### config.mk
export PLATFORM = sky130hd
export DESIGN_NAME = ioway_ctrl
export DESIGN_NICKNAME = d
export VERILOG_FILES = /design/src/rtl/ioway_pkg.sv /design/src/rtl/ioway_cues.sv /design/src/rtl/ioway_step.sv /design/src/rtl/ioway_ctrl.sv
export SDC_FILE = /design/constraint.sdc
export NUM_CORES = 1
export LEC_CHECK = 0
export BUFFER_PORTS_ARGS = -buffer_cell sky130_fd_sc_hd__buf_2
export CAP_MARGIN = 20
export CORE_ASPECT_RATIO = 0.5
export CORE_UTILIZATION = 59
export CTS_CLUSTER_DIAMETER = 120
export DETAILED_ROUTE_END_ITERATION = 10
export GPL_TIMING_DRIVEN = 0
export PLACE_DENSITY_LB_ADDON = 0.12
export SLEW_MARGIN = 20
export SYNTH_ARGS = -nofsm -noshare
export SYNTH_HDL_FRONTEND = slang
export SYNTH_SLANG_ARGS = --single-unit
### constraint.sdc
create_clock -name clk -period 8.7 [get_ports clk]
set_clock_uncertainty 0.2 [all_clocks]
set_input_delay 0.87 -clock clk [delete_from_list [all_inputs] [get_ports clk]]
set_output_delay 0.87 -clock clk [all_outputs]
set_load 0.03 [all_outputs]
### src/rtl/ioway_pkg.sv
package ioway_pkg;
  typedef enum logic [2:0] {
    ST_LOW   = 3'd0,
    ST_IODEM = 3'd1,
    ST_CORE  = 3'd2,
    ST_HIGH  = 3'd3,
    ST_RECL  = 3'd4
  } st_e;

  typedef enum logic [1:0] {
    CMD_HOLD   = 2'd0,
    CMD_GROW   = 2'd1,
    CMD_SHRINK = 2'd2
  } cmd_e;

  typedef struct packed {
    logic active;
    logic miss_high;
    logic miss_rose;
    logic miss_fell;
    logic hit_fell;
    logic ref_rose;
  } cues_t;
endpackage

### src/rtl/ioway_cues.sv
module ioway_cues
  import ioway_pkg::*;
#(
  parameter int CNT_W = 16
) (
  input  logic signed [CNT_W-1:0] hit_d,
  input  logic signed [CNT_W-1:0] miss_d,
  input  logic signed [CNT_W-1:0] ref_d,
  input  logic        [CNT_W-1:0] miss_cnt,
  input  logic        [CNT_W-1:0] thr_stable,
  input  logic        [CNT_W-1:0] thr_miss_low,
  output cues_t                   cues
);
  // one extra bit so the threshold is always positive and its negation fits
  localparam int XW = CNT_W + 1;

  logic signed [XW-1:0] t_pos, t_neg, h_x, m_x, r_x;

  assign t_pos = {1'b0, thr_stable};
  assign t_neg = -t_pos;
  assign h_x   = {hit_d[CNT_W-1], hit_d};
  assign m_x   = {miss_d[CNT_W-1], miss_d};
  assign r_x   = {ref_d[CNT_W-1], ref_d};

  always_comb begin
    cues.hit_fell  = h_x < t_neg;
    cues.miss_rose = m_x > t_pos;
    cues.miss_fell = m_x < t_neg;
    cues.ref_rose  = r_x > t_pos;
    cues.miss_high = miss_cnt > thr_miss_low;
    cues.active    = (h_x > t_pos) || cues.hit_fell ||
                     cues.miss_rose || cues.miss_fell ||
                     cues.ref_rose  || (r_x < t_neg);
  end
endmodule

### src/rtl/ioway_step.sv
module ioway_step
  import ioway_pkg::*;
#(
  parameter int WAY_W = 4
) (
  input  st_e              state,
  input  logic [WAY_W-1:0] io_cur,
  input  logic [WAY_W-1:0] lim_min,
  input  logic [WAY_W-1:0] lim_max,
  input  cues_t            cues,
  output st_e              state_nx,
  output logic [WAY_W-1:0] io_nx,
  output cmd_e             cmd_nx
);
  localparam logic [WAY_W-1:0] ONE = WAY_W'(1);

  logic grow_step, recl_step;

  always_comb begin
    grow_step = 1'b0;
    recl_step = 1'b0;
    state_nx  = state;
    io_nx     = io_cur;
    cmd_nx    = CMD_HOLD;

    if (cues.active) begin
      unique case (state)
        ST_LOW: begin
          if (cues.miss_high) begin
            if (cues.hit_fell && cues.ref_rose) begin
              state_nx = ST_CORE;
              cmd_nx   = CMD_GROW;
            end else begin
              grow_step = 1'b1;
            end
          end
        end
        ST_IODEM, ST_HIGH: begin
          if (cues.miss_fell) begin
            recl_step = 1'b1;
          end else if (cues.hit_fell) begin
            state_nx = ST_CORE;
            cmd_nx   = CMD_GROW;
          end else if (state == ST_IODEM && cues.miss_high) begin
            grow_step = 1'b1;
          end
        end
        ST_CORE: begin
          if (cues.miss_fell) begin
            recl_step = 1'b1;
          end else if (cues.miss_rose && !cues.hit_fell) begin
            grow_step = 1'b1;
          end else begin
            cmd_nx = CMD_GROW;
          end
        end
        ST_RECL: begin
          if (cues.miss_rose) begin
            if (cues.hit_fell) begin
              state_nx = ST_CORE;
              cmd_nx   = CMD_GROW;
            end else begin
              grow_step = 1'b1;
            end
          end else begin
            recl_step = 1'b1;
          end
        end
        default: state_nx = ST_LOW;
      endcase
    end

    if (grow_step) begin
      io_nx    = (io_cur >= lim_max) ? lim_max : io_cur + ONE;
      state_nx = (io_nx == lim_max) ? ST_HIGH : ST_IODEM;
    end

    if (recl_step) begin
      if (io_cur > lim_min) begin
        io_nx    = io_cur - ONE;
        state_nx = (io_nx == lim_min) ? ST_LOW : ST_RECL;
      end else begin
        cmd_nx   = CMD_SHRINK;
        state_nx = ST_LOW;
      end
    end
  end
endmodule

### src/rtl/ioway_ctrl.sv
module ioway_ctrl
  import ioway_pkg::*;
#(
  parameter int WAYS  = 16,
  parameter int CNT_W = 16,
  localparam int WAY_W = $clog2(WAYS)
) (
  input  logic                    clk,
  input  logic                    rst_n,
  input  logic                    epoch_stb,
  input  logic signed [CNT_W-1:0] hit_delta,
  input  logic signed [CNT_W-1:0] miss_delta,
  input  logic signed [CNT_W-1:0] ref_delta,
  input  logic        [CNT_W-1:0] miss_count,
  input  logic        [CNT_W-1:0] thr_stable,
  input  logic        [CNT_W-1:0] thr_miss_low,
  input  logic        [WAY_W-1:0] cfg_min_ways,
  input  logic        [WAY_W-1:0] cfg_max_ways,
  output logic        [WAY_W-1:0] io_ways,
  output logic        [1:0]       tenant_cmd,
  output logic                    upd_valid,
  output logic        [2:0]       ctrl_state
);
  cues_t            cues;
  st_e              st_q, st_nx;
  logic [WAY_W-1:0] io_nx;
  cmd_e             cmd_nx;

  ioway_cues #(.CNT_W(CNT_W)) u_cues (
    .hit_d       (hit_delta),
    .miss_d      (miss_delta),
    .ref_d       (ref_delta),
    .miss_cnt    (miss_count),
    .thr_stable  (thr_stable),
    .thr_miss_low(thr_miss_low),
    .cues        (cues)
  );

  ioway_step #(.WAY_W(WAY_W)) u_step (
    .state   (st_q),
    .io_cur  (io_ways),
    .lim_min (cfg_min_ways),
    .lim_max (cfg_max_ways),
    .cues    (cues),
    .state_nx(st_nx),
    .io_nx   (io_nx),
    .cmd_nx  (cmd_nx)
  );

  always_ff @(posedge clk) begin
    if (!rst_n) begin
      st_q       <= ST_LOW;
      io_ways    <= cfg_min_ways;
      tenant_cmd <= CMD_HOLD;
      upd_valid  <= 1'b0;
    end else begin
      upd_valid  <= epoch_stb;
      tenant_cmd <= epoch_stb ? cmd_nx : CMD_HOLD;
      if (epoch_stb) begin
        st_q    <= st_nx;
        io_ways <= io_nx;
      end
    end
  end

  assign ctrl_state = st_q;


  no_move_idle_chk: assert property (@(posedge clk) disable iff (!rst_n)
    !$past(epoch_stb) |-> ($stable(io_ways) && $stable(ctrl_state) && !upd_valid));

  cmd_needs_valid_chk: assert property (@(posedge clk) disable iff (!rst_n)
    (tenant_cmd != CMD_HOLD) |-> upd_valid);

  one_step_chk: assert property (@(posedge clk) disable iff (!rst_n)
    (io_ways == $past(io_ways)) || (io_ways == $past(io_ways) + WAY_W'(1)) ||
    (io_ways + WAY_W'(1) == $past(io_ways)));

  in_bounds_chk: assert property (@(posedge clk) disable iff (!rst_n)
    (io_ways >= cfg_min_ways) && (io_ways <= cfg_max_ways));

  low_at_floor_chk: assert property (@(posedge clk) disable iff (!rst_n)
    (st_q == ST_LOW) |-> (io_ways == cfg_min_ways));

  high_at_ceiling_chk: assert property (@(posedge clk) disable iff (!rst_n)
    (st_q == ST_HIGH) |-> (io_ways == cfg_max_ways));
endmodule

==> results of run 1 <==
flip-flops by register name, summed over array words and instances (netlist names):
| signal | flops |
|---|---|
| io_ways | 4 |
| ctrl_state | 3 |
| tenant_cmd | 2 |
| upd_valid | 1 |
stage by stage:
stage               std cells  instance area, um^2  power [mW]
global route              722                 4850       0.530
floorplan                 513                 4070       0.292
detailed placement        718                 4760       0.388
global placement          717                 4760       0.381
CTS                       722                 4850       0.486
finish                    722                 4850       0.490
layout by cell type (no fill, tap or decap), types with 4 or more instances in the layout:
master and n:
a211oi_1 15, a21o_1 5, a21oi_1 42, and3_1 4, buf_2 117, dfxtp_1 6, edfxtp_1 4, ha_1 121
inv_1 58, nand2_1 26, nand2b_1 10, nand3_1 15, nand4_1 15, nor2_1 27, nor2b_1 5, nor3_1 9
nor4_1 7, o211ai_1 8, o21a_1 8, o21ai_0 27, o31ai_1 6, o41ai_1 4, or3_1 4, xnor2_1 18
per-layer routing:
metal / vias up / wire length [um] / track usage, %
met1: 2006 / 5180 / 40.7
met2: 196 / 5040 / 57.5
met4: 0 / 221 / 8.39
met3: 23 / 832 / 2.63
met5: - / 0 / 0
li1: 2225 / - / -
cells by family (layout without fill, tap and decap cells):
family,after synthesis,in the layout,synth area share (%)
xor gates and xnor gates,21,21,4.52
adders and majority gates,122,122,37.5
muxes,1,1,0.246
DFF,10,10,5.91
buffers and inverters,62,183,5.94
AOI/OAI and AO/OA,154,154,26.4
and+or+nand+nor,143,143,19.5
worst max-delay path by stage:
stage	end	depth (start not counted)	from	slack, ns
2_1_floorplan	io_ways[2]	15	thr_stable[10]	4.07
4_1_cts	io_ways[2]	16	thr_stable[2]	3.48
5_1_grt	io_ways[2]	15	thr_stable[2]	3.19
6_report	io_ways[2]	17	thr_stable[2]	3.41
3_5_place_dp	io_ways[2]	16	thr_stable[2]	3.23
3_3_place_gp	io_ways[2]	16	thr_stable[2]	3.26
report_power, final:
| part | switching [mW] | leakage, nW | internal, mW |
|---|---|---|---|
| combinational | 0.190 | 2.31 | 0.140 |
| sequential | 0.0118 | 0.0897 | 0.0576 |
| clock | 0.0221 | 0.0442 | 0.0692 |
critical path, delay by kind of cell:
kind                     cells  cell delay, ns
AND/OR/NAND/NOR              7            2.03
adder cells (fa/ha/maj)      1            0.21
AO/OA/AOI/OAI                6            1.38
buffers and inverters        2            0.25
XOR/XNOR                     1            0.34
cell type report:
class                           count  share of cell area (%)
Inverter                           59                    4.57
Multi-Input combinational cell    441                    73.9
Tap cell                           88                    2.27
Sequential cell                    10                    4.95
Timing Repair Buffer              117                    12.0
Buffer                              3                   0.413
Clock buffer                        4                    1.83
==> flow_summary.json, run 1 <==
{
  "core_um2": 6360,
  "vias_per_cell": 6.16,
  "hold_end": "ctrl_state[2]",
  "cts_buffers": 3,
  "cpMostUsedCell": "nor4_1",
  "row_count": 20,
  "firstDrtPassIters": 5,
  "relSlewSlack_pct": 28.2,
  "r2r_end": "io_ways[3]",
  "outcome": "finished clean",
  "cts_hold_buf": 0,
  "synth_cell_types": 71,
  "gp_congestion": 0.995,
  "clock-sinks": 10,
  "layout.nets": 863,
  "yosys-top-cells-count": "ha_1, inv_1, a21oi_1, nor2_1, o21ai_0",
  "antenna_cells": 0,
  "critPathKind": "input pin to register",
  "grt_max_degree": 11,
  "ys_top_cells_by_area": "ha_1, inv_1, a21oi_1, xnor2_1, o21ai_0",
  "fin_tns_setup_ns": 0,
  "fin_util_pct": 76.3,
  "die-area_um2": 7250,
  "grt_pass1_wl_um": 18100,
  "end_kind": "register",
  "io_buffers": 116,
  "synthArstFlopShare_pct": 0,
  "cp.required_ns": 8.49,
  "hold_path_class": "register to register",
  "hold_violations": 0,
  "insertion_delay_ns": 0.24,
  "min_path_cells": 2,
  "synth_flop_cell": "dfxtp_1",
  "syn-num-nets": 741,
  "crit_path_start_kind": "input pin",
  "vdd_ir_drop_max_v": 0.0000571,
  "track_usage_pct": 31.3,
  "io_pins": 117,
  "yosys.area.top_type": "ha_1",
  "vias": 4450,
  "synth_edf_count": 4,
  "area_growth_pct": 19.3,
  "power_leakage_nw": 2.45,
  "n_fill_cell": 532,
  "netlist_instances": 513,
  "die_x_um": 119,
  "antenna_found_initial": 0,
  "timing.rr.start": "io_ways[0]",
  "grt_pass1_vias": 4081,
  "period_share_pct": 60.8,
  "wire_per_inst_um": 15.6,
  "tightest_slew_ns": 1.07,
  "htreeDepth": 1,
  "drive_gt1_share_pct": 21.6,
  "max_freq_mhz": 189,
  "grt_setup_unrepaired": "false",
  "synth-seq-cells": 10,
  "post-cts-setup-buffers": 0,
  "synth_top_area_share_pct": 37.2,
  "timing.critical_path.cells": "buf_2, nor4_1, and4_1, nand2b_1, xnor2_1, ha_1, nand2_1, o21ai_0, a311oi_1, a32oi_1, o2bb2ai_1, nor4_1, and2_4, buf_6, nor2_2, a221o_1, a32o_1",
  "cp_slowest_cell": "nor4_1",
  "dp_hpwl_um": 9660,
  "grt-ovfl-total": 0,
  "yosysMostFrequentCell": "ha_1",
  "period_minus_slack_ns": 5.29,
  "cts_tree": "yes",
  "max_cap_viol_count": 0,
  "min-delay-start": "ctrl_state[2]",
  "arrival_ns": 5.08,
  "slew_viol_final": 0,
  "cts_root_buf": "clkbuf_16",
  "seq_area_frac_synth_pct": 5.91,
  "worst_slack_ns": 3.41,
  "ys_warn_count": 0,
  "cp_max_fo": 8,
  "die_h_um": 60.7,
  "regToRegSetupSlack_ns": 5.43,
  "setup_viol": 0,
  "drt-initial-drc-count": 349,
  "multi_input_area_um2": 3580,
  "drc_errors": 0,
  "pwr_density_cell_nw_per_um2": 101,
  "syn-cell-area_um2": 4070,
  "clockBufferDepth": 2,
  "cp_slowest_stage_delay_ns": 0.64,
  "start_util_pct": 64.0,
  "reg2reg_depth": 10,
  "cts_resized": 0,
  "clkTransAtPathRegs_ns": 0.04,
  "drtAntennaViolNets": 0,
  "ff_latch_area_um2": 240,
  "pre_cts_ws_ns": 3.23,
  "drt_wl_total_um": 11300,
  "syn_avg_cell_area_um2": 7.92,
  "whs_ns": 0.424
}
Power figures use the tool's default switching activity.
==> inputs of run 2 (changes only) <==
- ABC_AREA: unset -> 1
- CORE_UTILIZATION: 59 -> 50
- clock period: 8.7 -> 4.62 ns (I/O delays scaled with it)
==> run 2 against run 1 <==
Against the previous run: sequential cell count unchanged; via count is 5.7% higher; hold slack worse by 0.13 ns; register-to-register slack got worse by 3.6 ns; sequential power up 130%.
==> flow_summary.json, run 2 <==
{
  "crit_path_start_kind": "input pin",
  "relSlewSlack_pct": 68.6,
  "synthArstFlopShare_pct": 0,
  "n_fill_cell": 831,
  "firstDrtPassIters": 5,
  "hold_violations": 0,
  "grt_max_degree": 11,
  "gp_congestion": 0.900,
  "cp_max_fo": 8,
  "reg2reg_depth": 14,
  "cp_slowest_stage_delay_ns": 0.26,
  "grt_pass1_wl_um": 19200,
  "multi_input_area_um2": 3720,
  "syn-num-nets": 918,
  "pwr_density_cell_nw_per_um2": 229,
  "fin_tns_setup_ns": 0,
  "antenna_cells": 0,
  "grt_pass1_vias": 4384,
  "start_util_pct": 53.6,
  "area_growth_pct": 18.0,
  "arrival_ns": 3.79,
  "syn-cell-area_um2": 4460,
  "drt_wl_total_um": 11500,
  "slew_viol_final": 0,
  "regToRegSetupSlack_ns": 1.87,
  "layout.nets": 1038,
  "syn_avg_cell_area_um2": 6.47,
  "netlist_instances": 690,
  "max_cap_viol_count": 0,
  "fin_util_pct": 63.3,
  "cts_hold_buf": 0,
  "cp.required_ns": 4.41,
  "finalPower_mw": 1.20,
  "yosys-top-cells-count": "nand2_1, inv_1, ha_1, nor2_1, a21oi_1",
  "period_share_pct": 86.6,
  "dp_hpwl_um": 10300,
  "synth_top_area_share_pct": 33.9,
  "grt-ovfl-total": 0,
  "end_kind": "register",
  "die_x_um": 136,
  "critPathKind": "input pin to register",
  "tightest_slew_ns": 0.470,
  "die_h_um": 68.8,
  "htreeDepth": 1,
  "layout_common_cells": "nand2_1, inv_1, ha_1",
  "dr_wl_met3_um": 655,
  "clock-sinks": 10,
  "ff_latch_area_um2": 240,
  "cpMostUsedCell": "nand2_1",
  "wl_met1_um": 5370,
  "cp_slowest_cell": "ha_1",
  "final_common_cell": "nand2_1",
  "power_leakage_nw": 3.12,
  "clockBufferDepth": 2,
  "io_pins": 117,
  "max_freq_mhz": 250,
  "row_count": 23,
  "vias": 4702,
  "setup_viol": 0,
  "cts_resized": 0,
  "io_buffers": 115,
  "vias_per_cell": 5.11,
  "ys_top_cells_by_area": "ha_1, nand2_1, inv_1, a21oi_1, nand3_1",
  "final_cell_count_no_fill": 921,
  "insertion_delay_ns": 0.24,
  "clkTransAtPathRegs_ns": 0.04,
  "grt_setup_unrepaired": "false",
  "cts_tree": "yes",
  "drive_gt1_share_pct": 21.1,
  "regMostFlops": "io_ways",
  "hold_path_class": "input pin to register",
  "synth-seq-cells": 10,
  "drc_errors": 0,
  "core_um2": 8320,
  "dp_cells": 917,
  "cts_buffers": 3,
  "synth_cell_types": 39,
  "wl_met2_um": 5320,
  "cp-endpoint": "io_ways[2]",
  "largest_register_ffs": 4,
  "seq_area_frac_synth_pct": 5.38,
  "antenna_found_initial": 0,
  "drt-initial-drc-count": 132,
  "period_minus_slack_ns": 4.00,
  "yosys.area.top_type": "ha_1",
  "synth_flop_cell": "dfxtp_1",
  "ys_warn_count": 0,
  "crit_start": "thr_stable[1]",
  "cts_root_buf": "clkbuf_16",
  "synth_edf_count": 4,
  "r2r_end": "ctrl_state[1]",
  "vdd_ir_drop_max_v": 0.000346,
  "drtAntennaViolNets": 0,
  "outcome": "finished clean",
  "die-area_um2": 9330,
  "track_usage_pct": 25.7,
  "post-cts-setup-buffers": 0,
  "top_layer_used": "met4",
  "timing.rr.start": "io_ways[1]",
  "yosysMostFrequentCell": "nand2_1",
  "wire_per_inst_um": 12.5
}
[run 2: cell count changes in the layout (fill, tap and decap cells not counted), moves of 7 or more]
cell | previous run | this run
o21ai_0 | 27 | 20
nand2_2 | 1 | 13
nand2_1 | 26 | 143
a211oi_1 | 15 | 3
inv_1 | 58 | 123
nor2_1 | 27 | 50
nand3_1 | 15 | 40
xor2_1 | 3 | 15
xnor2_1 | 18 | 2
inv_2 | 0 | 9
nand2b_1 | 10 | 0
nor3_1 | 9 | 17
nand2_4 | 0 | 7
[run 2: worst min-delay path by stage]
| stage | slack [ns] | endpoint | depth (start not counted) | startpoint |
|---|---|---|---|---|
| 2_1_floorplan | 0.40 | upd_valid | 2 | epoch_stb |
| 3_3_place_gp | 0.35 | ctrl_state[0] | 2 | ctrl_state[0] |
| 3_5_place_dp | 0.35 | ctrl_state[0] | 2 | ctrl_state[0] |
| 4_1_cts | 0.30 | upd_valid | 3 | epoch_stb |
| 5_1_grt | 0.34 | io_ways[1] | 3 | cfg_min_ways[1] |
| 6_report | 0.29 | upd_valid | 3 | epoch_stb |
[run 2: kinds of logic (layout without fill, tap and decap cells)]
kind of cell	Yosys count	after routing	share of synthesized area [%]
AO/OA/AOI/OAI	96	96	12.6
XOR/XNOR	17	17	3.34
adder cells (fa/ha/maj)	121	121	33.9
buffers and inverters	133	252	11.2
flip-flops	10	10	5.38
AND/OR/NAND/NOR	313	313	33.5
[run 2: per-stage QoR]
step / hold slack [ns] / worst slack (ns) / instance area [um^2]
floorplan: 0.396 / 1.07 / 4460
global placement: 0.353 / 0.459 / 5180
detailed placement: 0.350 / 0.380 / 5180
CTS: 0.299 / 0.621 / 5270
global route: 0.339 / 0.262 / 5270
finish: 0.291 / 0.621 / 5270
[run 2: metal layers]
metal  up-vias  GRT usage (%)
met5         -              0
met4         0           6.46
met3        17           2.27
met2       147           49.0
met1      2005           31.5
li1       2533              -
[run 2: where the power goes]
group          switching [mW]  internal (mW)  total, mW
registers              0.0402          0.122      0.162
logic                   0.543          0.327      0.869
clock network          0.0426          0.130      0.173
[run 2: layout make-up]
class / instances / share of cell area (%)
multi-input cells: 547 / 70.7
repair buffers: 115 / 10.9
well taps: 112 / 2.66
clock buffers: 4 / 1.69
inverters: 132 / 9.41
plain buffers: 1 / 0.0950
flip-flops and latches: 10 / 4.56
[run 2: critical path: cells and delay by family]
family	cells	cell delay, ns
compound gates	2	0.34
fa+ha+maj	2	0.47
buf+inv	5	0.48
simple gates	20	2.03
==> inputs of run 3 (changes only) <==
- CORE_UTILIZATION: 50 -> 45
- CTS_BUF_LIST: unset -> sky130_fd_sc_hd__clkbuf_16
- GPL_TIMING_DRIVEN: 0 -> 1
==> run 3 against run 2 <==
Against the previous run: maximum frequency increased by 4.3%; worst setup slack improved by 0.16 ns; hold slack improved by 0.031 ns; cell count increased by 2.5%; critical path type unchanged; global-route usage decreased by 2.1 points; largest cell class unchanged; critical endpoint unchanged; sequential cell count unchanged; largest power group unchanged; critical path depth unchanged; clock power decreased by 12%.
==> flow_summary.json, run 3 (same netlist as run 2, synthesis figures left out) <==
{
  "firstDrtPassIters": 5,
  "post-cts-setup-buffers": 0,
  "min_path_cells": 3,
  "setup_viol": 0,
  "end_kind": "register",
  "r2r_end": "ctrl_state[1]",
  "cts_tree": "yes",
  "htreeDepth": 1,
  "period_share_pct": 83.0,
  "cts_buffers": 3,
  "relSlewSlack_pct": 64.8,
  "dp_cells": 940,
  "outcome": "finished clean",
  "slew_viol_final": 0,
  "cpMostUsedCell": "nand2_1",
  "insertion_delay_ns": 0.24,
  "gp_congestion": 0.913,
  "p_seq_share_pct": 13.7,
  "pwr_density_cell_nw_per_um2": 224,
  "n_fill_cell": 996,
  "intPower_uw": 562,
  "largest_register_ffs": 4,
  "drt_wl_total_um": 11800,
  "track_usage_pct": 23.6,
  "drive_gt1_share_pct": 21.0,
  "area_growth_pct": 18.5,
  "fin_util_pct": 55.4,
  "final_cell_count_no_fill": 944,
  "cts_hold_buf": 0,
  "drc_errors": 0,
  "period_minus_slack_ns": 3.83,
  "max_cap_viol_count": 0,
  "vias_per_cell": 4.97,
  "cp_slowest_cell": "ha_1",
  "clockBufferDepth": 2,
  "cts_resized": 0,
  "hold_violations": 0,
  "hold_end": "io_ways[2]",
  "fin_tns_setup_ns": 0,
  "whs_ns": 0.322,
  "grt_pass1_vias": 4299,
  "crit_path_start_kind": "input pin",
  "cp.required_ns": 4.41,
  "cp_max_fo": 8,
  "die_x_um": 143,
  "reg2reg_depth": 14,
  "antenna_found_initial": 0,
  "regMostFlops": "io_ways",
  "max_freq_mhz": 261,
  "power_leakage_nw": 3.11,
  "grt-ovfl-total": 0,
  "die-area_um2": 10300,
  "p_switching_uw": 622,
  "critPathKind": "input pin to register",
  "core_um2": 9540,
  "wire_per_inst_um": 12.5,
  "dp_hpwl_um": 10700,
  "clock-sinks": 10,
  "tightest_slew_ns": 0.528,
  "timing.rr.start": "io_ways[1]",
  "die_h_um": 72.4,
  "start_util_pct": 46.8,
  "clkTransAtPathRegs_ns": 0.04,
  "drtAntennaViolNets": 0,
  "min-delay-start": "cfg_min_ways[2]",
  "arrival_ns": 3.63,
  "cts_root_buf": "clkbuf_16",
  "pwr-share-comb_pct": 73.5,
  "grt_max_degree": 11,
  "layout_common_cells": "nand2_1, inv_1, ha_1",
  "drt-initial-drc-count": 195,
  "grt_setup_unrepaired": "false",
  "row_count": 25,
  "swShare_pct": 52.5,
  "finalPower_mw": 1.18,
  "p_clk_share_pct": 12.8,
  "final_common_cell": "nand2_1",
  "antenna_cells": 0,
  "grt_pass1_wl_um": 19400,
  "io_pins": 117,
  "vias": 4689,
  "io_buffers": 116,
  "vdd_ir_drop_max_v": 0.000131,
  "hold_path_class": "input pin to register",
  "cp_slowest_stage_delay_ns": 0.26,
  "regToRegSetupSlack_ns": 1.81,
  "layout.nets": 1038
}
[run 3: how the worst max path moves through the flow]
stage / from / end
after floorplan: thr_stable[1] / io_ways[3]
after global placement: thr_stable[1] / io_ways[3]
after detailed placement: thr_stable[1] / io_ways[3]
after CTS: thr_stable[1] / io_ways[3]
after global routing: thr_stable[1] / io_ways[2]
final: thr_stable[1] / io_ways[2]
[run 3: power by group through the flow]
stage | logic [mW] | registers (mW) | clock network, mW
2_1_floorplan | 0.603 | 0.198 | 0
3_3_place_gp | 0.861 | 0.165 | 0
3_5_place_dp | 0.870 | 0.165 | 0
4_1_cts | 0.875 | 0.163 | 0.155
5_1_grt | 1.00 | 0.168 | 0.159
6_report | 0.870 | 0.163 | 0.152
[run 3: final cells by class]
type                            instances  area, um^2  share of cell area (%)
Timing Repair Buffer                  116         581                    11.0
Multi-Input combinational cell        547        3720                    70.4
Sequential cell                        10         240                    4.55
Clock inverter                          1        3.75                  0.0710
Clock buffer                            3        75.1                    1.42
Inverter                              132         495                    9.37
Tap cell                              135         169                    3.20
[run 3: worst max-delay path, delay by kind of cell]
kind / cells / cell delay [ns]
buf+inv: 5 / 0.44
simple gates: 20 / 1.93
compound gates: 2 / 0.31
fa+ha+maj: 2 / 0.47
[run 3: per-layer routing]
layer / part of all wire (%) / GRT usage, % / routed length [um] / vias up
met4: 1.4 / 5.85 / 161 / 0
met1: 47 / 28.6 / 5500 / 2014
li1: - / - / - / 2542
met5: 0 / 0 / 0 / -
met3: 4.2 / 1.85 / 496 / 14
met2: 48 / 45.3 / 5600 / 119
[run 3: per-stage QoR]
step	setup WS, ns	instance area [um^2]
floorplan	1.07	4460
global placement	0.612	5210
detailed placement	0.546	5210
CTS	0.778	5290
global route	0.338	5290
finish	0.786	5290
